==> src/rtl/spi_cfg_pkg.sv <==
package spi_cfg_pkg;
    localparam int INSTR_W = 16;
    localparam int REG_AW  = 13;
    localparam int MAX_B   = 4;
    localparam int FRAME_W = INSTR_W + 8 * MAX_B;

    typedef enum logic [2:0] {
        ST_IDLE,
        ST_FETCH,
        ST_XFER,
        ST_GAP,
        ST_FINISH
    } cfg_state_t;

    function automatic logic [7:0] rev8(input logic [7:0] v);
        for (int i = 0; i < 8; i++) rev8[i] = v[7-i];
    endfunction

    function automatic logic [15:0] rev16(input logic [15:0] v);
        for (int i = 0; i < 16; i++) rev16[i] = v[15-i];
    endfunction
endpackage

==> src/rtl/spi_cfg_clkgen.sv <==
module spi_cfg_clkgen #(
    parameter int DIV = 4
) (
    input  logic clk,
    input  logic rst_n,
    input  logic run,
    output logic sclk,
    output logic rise,
    output logic fall
);
    localparam int CW = $clog2(DIV) + 1;

    logic [CW-1:0] cnt;
    logic          at_lim;

    assign at_lim = run && (cnt == CW'(DIV - 1));
    assign rise   = at_lim && !sclk;
    assign fall   = at_lim && sclk;

    always_ff @(posedge clk or negedge rst_n) begin
        if (!rst_n) begin
            cnt  <= '0;
            sclk <= 1'b0;
        end else if (!run) begin
            cnt  <= '0;
            sclk <= 1'b0;
        end else if (at_lim) begin
            cnt  <= '0;
            sclk <= ~sclk;
        end else begin
            cnt <= cnt + 1'b1;
        end
    end

    // a stopped generator leaves the clock low
    assert_stop_low_R2: assert property (@(posedge clk) disable iff (!rst_n)
        !run |=> !sclk);
endmodule

==> src/rtl/spi_cfg_rom.sv <==
module spi_cfg_rom #(
    parameter int DEPTH = 4,
    parameter int IDX_W = 3
) (
    input  logic [IDX_W-1:0] idx,
    output logic [12:0]      addr,
    output logic [7:0]       data
);
    logic [12:0] addr_tab [DEPTH];
    logic [7:0]  data_tab [DEPTH];

    for (genvar gi = 0; gi < DEPTH; gi++) begin : g_ent
        assign addr_tab[gi] = 13'h040 + 13'(2 * gi);
        assign data_tab[gi] = 8'hC3 ^ 8'((gi * 17) % 256);
    end

    always_comb begin
        addr = '0;
        data = '0;
        for (int i = 0; i < DEPTH; i++) begin
            if (idx == IDX_W'(i)) begin
                addr = addr_tab[i];
                data = data_tab[i];
            end
        end
    end
endmodule

==> src/rtl/spi_cfg_master.sv <==
module spi_cfg_master
    import spi_cfg_pkg::*;
#(
    parameter int          CLK_DIV     = 4,
    parameter int          ROM_DEPTH   = 4,
    parameter logic [12:0] UPDATE_ADDR = 13'h0232
) (
    input  logic        clk,
    input  logic        rst_n,
    input  logic        start,
    input  logic        req_valid,
    input  logic        req_rd,
    input  logic [1:0]  req_len,
    input  logic [12:0] req_addr,
    input  logic [31:0] req_wdata,
    input  logic        four_wire,
    input  logic        lsb_first,
    output logic        busy,
    output logic        done,
    output logic [31:0] rd_data,
    output logic        sclk,
    output logic        cs_n,
    output logic        sdio_o,
    output logic        sdio_oe,
    input  logic        sdio_i,
    input  logic        sdo_i
);
    localparam int IDX_W   = $clog2(ROM_DEPTH + 1);
    localparam int GAP_CYC = 4 * CLK_DIV;
    localparam int GW      = $clog2(GAP_CYC + 1);

    cfg_state_t state, nxt;

    logic [IDX_W-1:0]   idx;
    logic               rom_mode, last_x, is_rd, lsb_r, four_r, oe_r;
    logic [FRAME_W-1:0] txsh;
    logic [5:0]         bits_total, bitcnt;
    logic [GW-1:0]      gap_cnt;
    logic [31:0]        rd_r;
    logic               run, rise, fall, load_now, din;
    logic               ld_rd, ld_lsb;
    logic [1:0]         ld_len;
    logic [12:0]        ld_addr, rom_addr;
    logic [31:0]        ld_wdata;
    logic [7:0]         rom_data;
    logic [15:0]        ld_instr;
    logic [FRAME_W-1:0] ld_frame;
    logic [4:0]         rel;
    logic [2:0]         pos;

    spi_cfg_clkgen #(.DIV(CLK_DIV)) u_clk (
        .clk(clk), .rst_n(rst_n), .run(run), .sclk(sclk), .rise(rise), .fall(fall));

    spi_cfg_rom #(.DEPTH(ROM_DEPTH), .IDX_W(IDX_W)) u_rom (
        .idx(idx), .addr(rom_addr), .data(rom_data));

    // state register
    always_ff @(posedge clk or negedge rst_n) begin
        if (!rst_n) state <= ST_IDLE;
        else        state <= nxt;
    end

    // next state
    always_comb begin
        nxt = state;
        unique case (state)
            ST_IDLE:   if (start) nxt = ST_FETCH;
                       else if (req_valid) nxt = ST_XFER;
            ST_FETCH:  nxt = ST_XFER;
            ST_XFER:   if (fall && bitcnt == bits_total) nxt = ST_GAP;
            ST_GAP:    if (gap_cnt == GW'(GAP_CYC - 1))
                           nxt = (rom_mode && !last_x) ? ST_FETCH : ST_FINISH;
            ST_FINISH: nxt = ST_IDLE;
            default:   nxt = ST_IDLE;
        endcase
    end

    // outputs
    always_comb begin
        cs_n    = (state != ST_XFER);
        busy    = (state != ST_IDLE);
        done    = (state == ST_FINISH);
        run     = (state == ST_XFER);
        sdio_o  = txsh[FRAME_W-1];
        sdio_oe = oe_r;
        rd_data = rd_r;
    end

    // frame source selection
    always_comb begin
        load_now = (state == ST_FETCH) || (state == ST_IDLE && !start && req_valid);
        ld_lsb   = (state == ST_IDLE) ? lsb_first : lsb_r;
        if (state == ST_FETCH) begin
            ld_rd    = 1'b0;
            ld_len   = 2'b00;
            ld_addr  = (idx == IDX_W'(ROM_DEPTH)) ? UPDATE_ADDR : rom_addr;
            ld_wdata = {24'h0, (idx == IDX_W'(ROM_DEPTH)) ? 8'h01 : rom_data};
        end else begin
            ld_rd    = req_rd;
            ld_len   = req_len;
            ld_addr  = req_addr;
            ld_wdata = req_wdata;
        end
        ld_instr = {ld_rd, ld_len, ld_addr};
        ld_frame[FRAME_W-1 -: 16] = ld_lsb ? rev16(ld_instr) : ld_instr;
        for (int b = 0; b < MAX_B; b++)
            ld_frame[31-8*b -: 8] = ld_lsb ? rev8(ld_wdata[8*b +: 8]) : ld_wdata[8*b +: 8];
        rel = 5'(bitcnt - 6'd16);
        pos = lsb_r ? rel[2:0] : (3'd7 - rel[2:0]);
        din = four_r ? sdo_i : sdio_i;
    end

    // datapath
    always_ff @(posedge clk or negedge rst_n) begin
        if (!rst_n) begin
            idx <= '0; rom_mode <= 1'b0; last_x <= 1'b0; is_rd <= 1'b0;
            lsb_r <= 1'b0; four_r <= 1'b0; oe_r <= 1'b1; txsh <= '0;
            bits_total <= '0; bitcnt <= '0; gap_cnt <= '0; rd_r <= '0;
        end else begin
            if (state == ST_IDLE && (start || req_valid)) begin
                lsb_r    <= lsb_first;
                four_r   <= four_wire;
                rom_mode <= start;
                idx      <= '0;
                last_x   <= 1'b0;
                if (!start && req_rd) rd_r <= '0;
            end
            if (state == ST_FETCH) begin
                last_x <= (idx == IDX_W'(ROM_DEPTH));
                idx    <= idx + 1'b1;
            end
            if (load_now) begin
                txsh       <= ld_frame;
                is_rd      <= ld_rd;
                bits_total <= 6'd24 + {1'b0, ld_len, 3'b000};
                bitcnt     <= '0;
                gap_cnt    <= '0;
                oe_r       <= 1'b1;
            end
            if (state == ST_XFER) begin
                if (rise) begin
                    if (is_rd && bitcnt >= 6'd16) rd_r[{rel[4:3], pos}] <= din;
                    bitcnt <= bitcnt + 1'b1;
                end
                if (fall && bitcnt != bits_total) begin
                    txsh <= {txsh[FRAME_W-2:0], 1'b0};
                    if (is_rd && !four_r && bitcnt == 6'd16) oe_r <= 1'b0;
                end
            end
            if (state == ST_GAP) begin
                oe_r    <= 1'b1;
                gap_cnt <= gap_cnt + 1'b1;
            end
        end
    end

    // checker state: cycles spent with chip select high
    logic [GW:0] hi_run;
    always_ff @(posedge clk or negedge rst_n) begin
        if (!rst_n)                              hi_run <= (GW+1)'(GAP_CYC + 1);
        else if (!cs_n)                          hi_run <= '0;
        else if (hi_run < (GW+1)'(GAP_CYC + 1))  hi_run <= hi_run + 1'b1;
    end

    assert_sclk_low_idle_R2: assert property (@(posedge clk) disable iff (!rst_n)
        cs_n |-> !sclk);
    assert_data_stable_rise_R4: assert property (@(posedge clk) disable iff (!rst_n)
        $rose(sclk) |-> $stable(sdio_o));
    assert_data_stable_high_R4: assert property (@(posedge clk) disable iff (!rst_n)
        (sclk && $past(sclk)) |-> $stable(sdio_o));
    assert_oe_release_R7: assert property (@(posedge clk) disable iff (!rst_n)
        $fell(sdio_oe) |-> (!cs_n && !sclk && is_rd));
    assert_cs_gap_R9: assert property (@(posedge clk) disable iff (!rst_n)
        $fell(cs_n) |-> (hi_run >= (GW+1)'(GAP_CYC)));
    assert_done_quiet_R12: assert property (@(posedge clk) disable iff (!rst_n)
        done |-> (cs_n && !sclk));
endmodule

==> config.mk <==
export PLATFORM = sky130hd
export DESIGN_NAME = spi_cfg_master
export DESIGN_NICKNAME = d
export VERILOG_FILES = /design/src/rtl/spi_cfg_pkg.sv /design/src/rtl/spi_cfg_clkgen.sv /design/src/rtl/spi_cfg_rom.sv /design/src/rtl/spi_cfg_master.sv
export SDC_FILE = /design/constraint.sdc
export NUM_CORES = 1
export LEC_CHECK = 0
export CORE_AREA = 2 2 117 119
export DETAILED_ROUTE_END_ITERATION = 6
export DIE_AREA = 0 0 119 121
export GPL_ROUTABILITY_DRIVEN = 0
export PLACE_DENSITY_LB_ADDON = 0.3
export SETUP_SLACK_MARGIN = 0.05
export SLEW_MARGIN = 25
export SYNTH_ARGS = -nofsm -noshare
export SYNTH_HDL_FRONTEND = slang
export SYNTH_SLANG_ARGS = --single-unit
==> constraint.sdc <==
create_clock -name clk -period 2.3 [get_ports clk]
set_input_delay 0.46 -clock clk [delete_from_list [all_inputs] [get_ports clk]]
set_output_delay 0.46 -clock clk [all_outputs]
set_load 0.01 [all_outputs]
==> results of run 1 <==
## logic make-up after synthesis
kind of cell	after synthesis	synth area share, %
simple gates	248	17.9
flops	110	45.5
xor+xnor	8	1.16
fa+ha+maj	11	2.27
compound gates	142	16.5
mux	71	13.0
buf+inv	54	3.70
## worst max path at each step
stage | slack [ns] | end | start
2_1_floorplan | 0.13 | txsh[10] | state[1]
4_1_cts | 0.05 | done | state[1]
3_3_place_gp | -0.04 | txsh[31] | req_valid
3_5_place_dp | -0.06 | txsh[20] | lsb_first
6_report | 0.20 | busy | state[2]
5_1_grt | 0.04 | txsh[30] | bitcnt[0]
## report_power, final
group | switching (mW) | internal (mW)
clock | 0.745 | 0.847
sequential | 0.599 | 2.73
combinational | 1.86 | 1.98
## registers in the layout, indices dropped and copies added (netlist names)
register	cells
txsh	48
rd_data	32
bitcnt	6
gap_cnt	5
bits_total	3
idx	3
state	3
u_clk.cnt	3
four_r	1
is_rd	1
last_x	1
lsb_r	1
rom_mode	1
sdio_oe	1
u_clk.sclk	1
## synthesized netlist by cell type, types with 3 or more instances
cell type | number | share of area, %
nor3b_1 | 5 | 0.62
buf_1 | 4 | 0.25
mux2_2 | 24 | 4.5
o22ai_1 | 5 | 0.52
nor2_1 | 90 | 5.6
xor2_1 | 3 | 0.43
a21oi_1 | 31 | 2.6
nand2_1 | 105 | 6.5
buf_2 | 8 | 0.66
o31ai_1 | 5 | 0.62
clkbuf_1 | 29 | 1.8
o211ai_1 | 3 | 0.37
a211o_1 | 3 | 0.43
a221oi_1 | 23 | 3.3
a221oi_2 | 8 | 2.0
a22o_1 | 5 | 0.72
nor3_1 | 6 | 0.50
nor3b_2 | 3 | 0.62
ha_1 | 11 | 2.3
a311oi_1 | 5 | 0.72
dfrtp_1 | 109 | 45
inv_1 | 11 | 0.68
and2_1 | 3 | 0.31
xnor2_1 | 5 | 0.72
nor2b_1 | 5 | 0.52
mux2_4 | 8 | 2.0
nand2b_1 | 4 | 0.41
nand3_1 | 13 | 1.1
o21ai_0 | 36 | 3.0
mux2i_1 | 37 | 6.1
nand4_1 | 4 | 0.41
o21bai_1 | 3 | 0.37
## layout make-up
cell class | count | area share (%)
Multi-Input combinational cell | 480 | 40.2
Sequential cell | 110 | 35.5
Timing Repair Buffer | 132 | 17.1
Clock buffer | 9 | 2.91
Tap cell | 176 | 2.84
Clock inverter | 7 | 0.936
Inverter | 11 | 0.533
## per-layer routing
layer  up-vias  routed length, um
li1       2481                  -
met1      2508               7270
met2       130               7170
met3        20                809
met4         0                218
met5         -                  0
## worst max-delay path, cell delays in order, from the launching register on
cell and delay, ns:
dfrtp_1 0.46, nor3_4 0.15, buf_4 0.16, inv_1 0.05, clkdlybuf4s50_1 0.47
## through the flow
stage               hold WS [ns]  util, %  instance area (um2)
global placement           0.434     56.9                 7440
CTS                       0.0972     59.2                 7750
floorplan                  0.164        -                 6060
finish                    0.0797     59.2                 7750
detailed placement         0.441     56.9                 7440
global route               0.114     59.2                 7750
## what timing repair did
item | 4_1_cts | 5_1_grt
setup endpoints to repair | 3 | 4
buffers inserted | 1 | 0
resized for setup | 3 | 2
pin swaps | 1 | 0
hold buffers | 0 | 0
==> run_results.csv, run 1 <==
group,metric,value,unit
final_layout,nNetsFinal,811,
yosys,ys_seq_elements,110,
clocking,clock_tree.buffer_depth,2,
routing,viasPerCell,5.56,
clocking,clkSlewWorstSetupHoldPaths,0.07,ns
global_route,busiest_layer,"met2",
clocking,cts-root-buf,"clkbuf_16",
global_route,antenna_found_initial,0,
final_layout,layoutNonFillerInstCount,925,
timing,setup_viol,0,
worst_hold_path,hold_class,"in2async",
global_route,met1_usage,30.9,%
pwr,leakage,3.59,nW
global_route,grt.total_usage,21.9,%
global_route,grt_util_met3,4.65,%
routing,first_pass_iters,5,
floorplan,dieWidth,119,um
yosys,synth_edf_count,0,
timing,period_share,91.3,%
yosys,netlist_area,6060,um2
outcome,status,"finished, final reports clean",
job,cap_violations,0,
routing,wl_per_cell,16.7,um
yosys,syn_nets,711,
clocking,clock-sinks,110,
routing,num_vias,5139,
placed_design,place_inst,908,
final_layout,area_growth,28.0,%
yosys,async_reset_ff_share,100,%
critical_path,rr_startpoint,"state[2]",
clocking,htreeDepth,3,
floorplan,die_area,14400,um2
routing,finalWirelength,15500,um
final_layout,layout_commonest_cell,"dfrtp_1",
critical_path,worst_setup_path_end_kind,"output pin",
floorplan,start_util,46.3,%
floorplan,coreArea,13100,um2
timing,hold_violations,0,
timing,setup-tns-final,0,ns
timing,maxSlewViolCount,0,
timing,rsz0062_at_grt,"true",
floorplan,io_pins,94,
global_route,grt_max_degree,52,
global_route,grt_pass1_vias,5104,
pwr,power_density,1130,nW/um2
placed_design,numPortBuffers,93,
clocking,numCtsBuffers,9,
final_layout,diodes,0,
global_route,grt.met2_usage,34.0,%
timing,clock_skew,0.00614,ns
pwr,ir_worst_vdd,0.490,mV
routing,ant_nets,0,
timing,period_minus_slack,2.10,ns
critical_path,r2r.worst_path.cells,7,
final_layout,drive_gt1_share,14.6,%
critical_path,worstPathArrival,1.64,ns
timing,setup_ws,0.200,ns
critical_path,r2r-end,"txsh[3]",
yosys,synth_cells,644,
pwr,total_power,8.77,mW
clocking,cts_tree,"built",
final_layout,final-seq-area,2750,um2
timing,fmax,0.476,GHz
yosys,synth_cell_types,57,
yosys,yosysWarnings,0,
timing,tightestPinTransition,0.545,ns
yosys,synth_flop_cell,"dfrtp_1",
clocking,worstSkewPairLatency,0.36,ns
global_route,grt_overflow,0,
final_layout,final_cell_mix,"dfrtp_1 (109), nand2_1 (105), clkdlybuf4s50_1 (90)",
critical_path,critPathLaunchType,"flip-flop",
yosys,ys_seq_area_share,45.5,%
yosys,post_synth.cell_area_avg,9.41,um2
critical_path,cp_max_fo,5,
placed_design,detailed_place_hpwl,10900,um
final_layout,multi_input_area,3120,um2
critical_path,cp.required,1.84,ns
floorplan,dieHeight,121,um
placed_design,pre_cts_slack,-0.0601,ns
floorplan,rows,42,
final_layout,fillerInstances,1074,
timing,max_slew_margin,63.6,%
critical_path,crit_type,"reg2out",
routing,drtIter0Drc,542,
routing,remaining_drc_errors,0,
global_route,grt_pass1_wl,25400,um
critical_path,rrSetupSlack,0.22,ns
Note: power is estimated with default switching activity, not from simulation.
==> run 2: changes to the inputs <==
--- a/config.mk
+++ b/config.mk
@@ -10,7 +10,6 @@
 export DIE_AREA = 0 0 119 121
 export GPL_ROUTABILITY_DRIVEN = 0
 export PLACE_DENSITY_LB_ADDON = 0.3
-export SETUP_SLACK_MARGIN = 0.05
 export SLEW_MARGIN = 25
 export SYNTH_ARGS = -nofsm -noshare
 export SYNTH_HDL_FRONTEND = slang
==> run_results.csv, run 2 (synthesis results as in run 1) <==
group,metric,value,unit
clocking,clock-sinks,110,
critical_path,cp-endpoint,"done",
timing,setup_viol,0,
routing,drtIter0Drc,668,
global_route,grt_max_degree,52,
critical_path,crit_type,"reg2out",
global_route,grt_overflow,0,
floorplan,io_pins,94,
global_route,grt.total_usage,21.9,%
placed_design,pre_cts_slack,-0.0601,ns
timing,period_share,96.8,%
routing,first_pass_iters,5,
pwr,switching_share,36.6,%
placed_design,detailed_place_hpwl,10900,um
timing,fmax,0.449,GHz
global_route,busiest_layer,"met2",
critical_path,rr_startpoint,"state[2]",
critical_path,cp_slowest_stage_delay,0.53,ns
critical_path,r2r.worst_path.cells,6,
routing,finalWirelength,15500,um
placed_design,numPortBuffers,93,
floorplan,coreArea,13100,um2
clocking,htreeDepth,3,
timing,fin_hold_ws,0.0798,ns
pwr,switchingPower,3.21,mW
timing,setup-tns-final,0,ns
final_layout,drive_gt1_share,14.4,%
routing,remaining_drc_errors,0,
floorplan,start_util,46.3,%
routing,wl_per_cell,16.8,um
clocking,clkSlewWorstSetupHoldPaths,0.07,ns
clocking,post-cts-setup-buffers,0,
global_route,grt.met2_usage,33.9,%
floorplan,dieHeight,121,um
routing,ant_nets,0,
global_route,antenna_found_initial,0,
global_route,grt_pass1_wl,25400,um
timing,period_minus_slack,2.23,ns
clocking,cts_tree,"built",
final_layout,area_growth,28.0,%
outcome,status,"finished, final reports clean",
final_layout,largest_reg_flops,48,
critical_path,cp_max_fo,15,
global_route,met1_usage,30.9,%
timing,hold_violations,0,
critical_path,r2r-end,"txsh[3]",
final_layout,nNetsFinal,810,
critical_path,critPathLaunchType,"flip-flop",
timing,rsz0062_at_grt,"false",
floorplan,rows,42,
clocking,cts-root-buf,"clkbuf_16",
pwr,p_int,5.57,mW
floorplan,dieWidth,119,um
critical_path,crit_path_start,"state[1]",
worst_hold_path,hold_class,"in2async",
timing,maxSlewViolCount,0,
pwr,leakage,3.58,nW
timing,max_slew_margin,63.6,%
job,cap_violations,0,
routing,viasPerCell,5.58,
critical_path,worst_setup_path_end_kind,"output pin",
critical_path,path_cells,"buf_4, nor2_2, and2_1, clkdlybuf4s50_1",
final_layout,diodes,0,
timing,setup_ws,0.0731,ns
pwr,power_frac_comb,43.9,%
routing,num_vias,5159,
global_route,grt_pass1_vias,5104,
pwr,pwr-share-seq,38.0,%
global_route,grt_util_met3,4.65,%
final_layout,fillerInstances,1075,
pwr,power_density,1130,nW/um2
timing,tightestPinTransition,0.544,ns
critical_path,worst-path-buf-inv,2,
final_layout,layout_commonest_cell,"dfrtp_1",
floorplan,die_area,14400,um2
clocking,numCtsBuffers,9,
final_layout,final_cell_mix,"dfrtp_1 (109), nand2_1 (105), clkdlybuf4s50_1 (90)",
final_layout,top_register,"txsh",
pwr,ir_worst_vdd,0.489,mV
critical_path,cp.required,1.84,ns
critical_path,cp_slowest_cell,"clkdlybuf4s50_1",
clocking,clock_tree.buffer_depth,2,
critical_path,critPathTopFamily,"buffers and inverters",
clocking,worstSkewPairLatency,0.36,ns
timing,clock_skew,0.00605,ns
critical_path,crit_cells,4,
critical_path,worstPathArrival,1.77,ns
pwr,clkPwrFrac,18.1,%
critical_path,rrSetupSlack,0.18,ns
==> run 2: changes by cell type in the layout (fill, tap and decap cells not counted) <==
| cell | change |
|---|---|
| buf_4 | -2 |
| dlymetal6s2s_1 | +1 |
| dlygate4sd2_1 | -1 |
| buf_6 | +1 |
==> run 2: final cells by class <==
class                      instances  area [um2]  area share (%)
tap                              176         220            2.84
clock inverter                     7        72.6           0.936
inverter                          11        41.3           0.533
multi-input combinational        480        3120            40.2
clock buffer                       9         225            2.91
sequential                       110        2750            35.5
timing repair buffer             131        1320            17.1
==> run 2: through the flow <==
step | cells | total power [mW] | cell area (um2) | util [%]
floorplan | 644 | 5.55 | 6060 | -
global placement | 908 | 7.04 | 7440 | 56.9
detailed placement | 908 | 7.21 | 7440 | 56.9
CTS | 924 | 8.82 | 7740 | 59.2
global route | 924 | 9.37 | 7750 | 59.2
finish | 924 | 8.78 | 7750 | 59.2
==> run 2: what timing repair did <==
action / in CTS / in global routing
endpoints found under the setup margin: 1 / 5
cloned: 0 / 0
hold buffers: 0 / 0
resized for setup: 1 / 5
==> run 2: power groups by stage <==
stage	clock network, mW	logic, mW	registers [mW]
detailed placement	0	3.85	3.36
global placement	0	3.71	3.32
global route	1.70	4.24	3.44
floorplan	0	2.25	3.30
finish	1.59	3.85	3.33
CTS	1.62	3.87	3.33
==> run 2: worst min-delay path by stage <==
| stage | startpoint | end | slack, ns | cells after the start |
|---|---|---|---|---|
| finish | rst_n | idx[0] | 0.08 | 1 |
| global route | rst_n | idx[1] | 0.11 | 1 |
| CTS | rst_n | idx[0] | 0.1 | 1 |
| detailed placement | u_clk.cnt[0] | u_clk.cnt[0] | 0.44 | 1 |
| global placement | u_clk.cnt[0] | u_clk.cnt[0] | 0.43 | 1 |
| floorplan | rst_n | bitcnt[0] | 0.16 | 0 |
==> run 2: worst register-to-register path: cells and delay by family, from the launching register on <==
kind            cells  cell delay [ns]
compound gates      1             0.29
buf+inv             1             0.17
flops               1             0.46
mux                 2             0.70
simple gates        2             0.37
==> run 2: per-layer routing <==
metal	share of wire, %	vias to the layer above	wire (um)
met4	1.5	0	228
li1	-	2475	-
met5	0	-	0
met1	47	2516	7260
met2	46	147	7160
met3	5.5	21	851
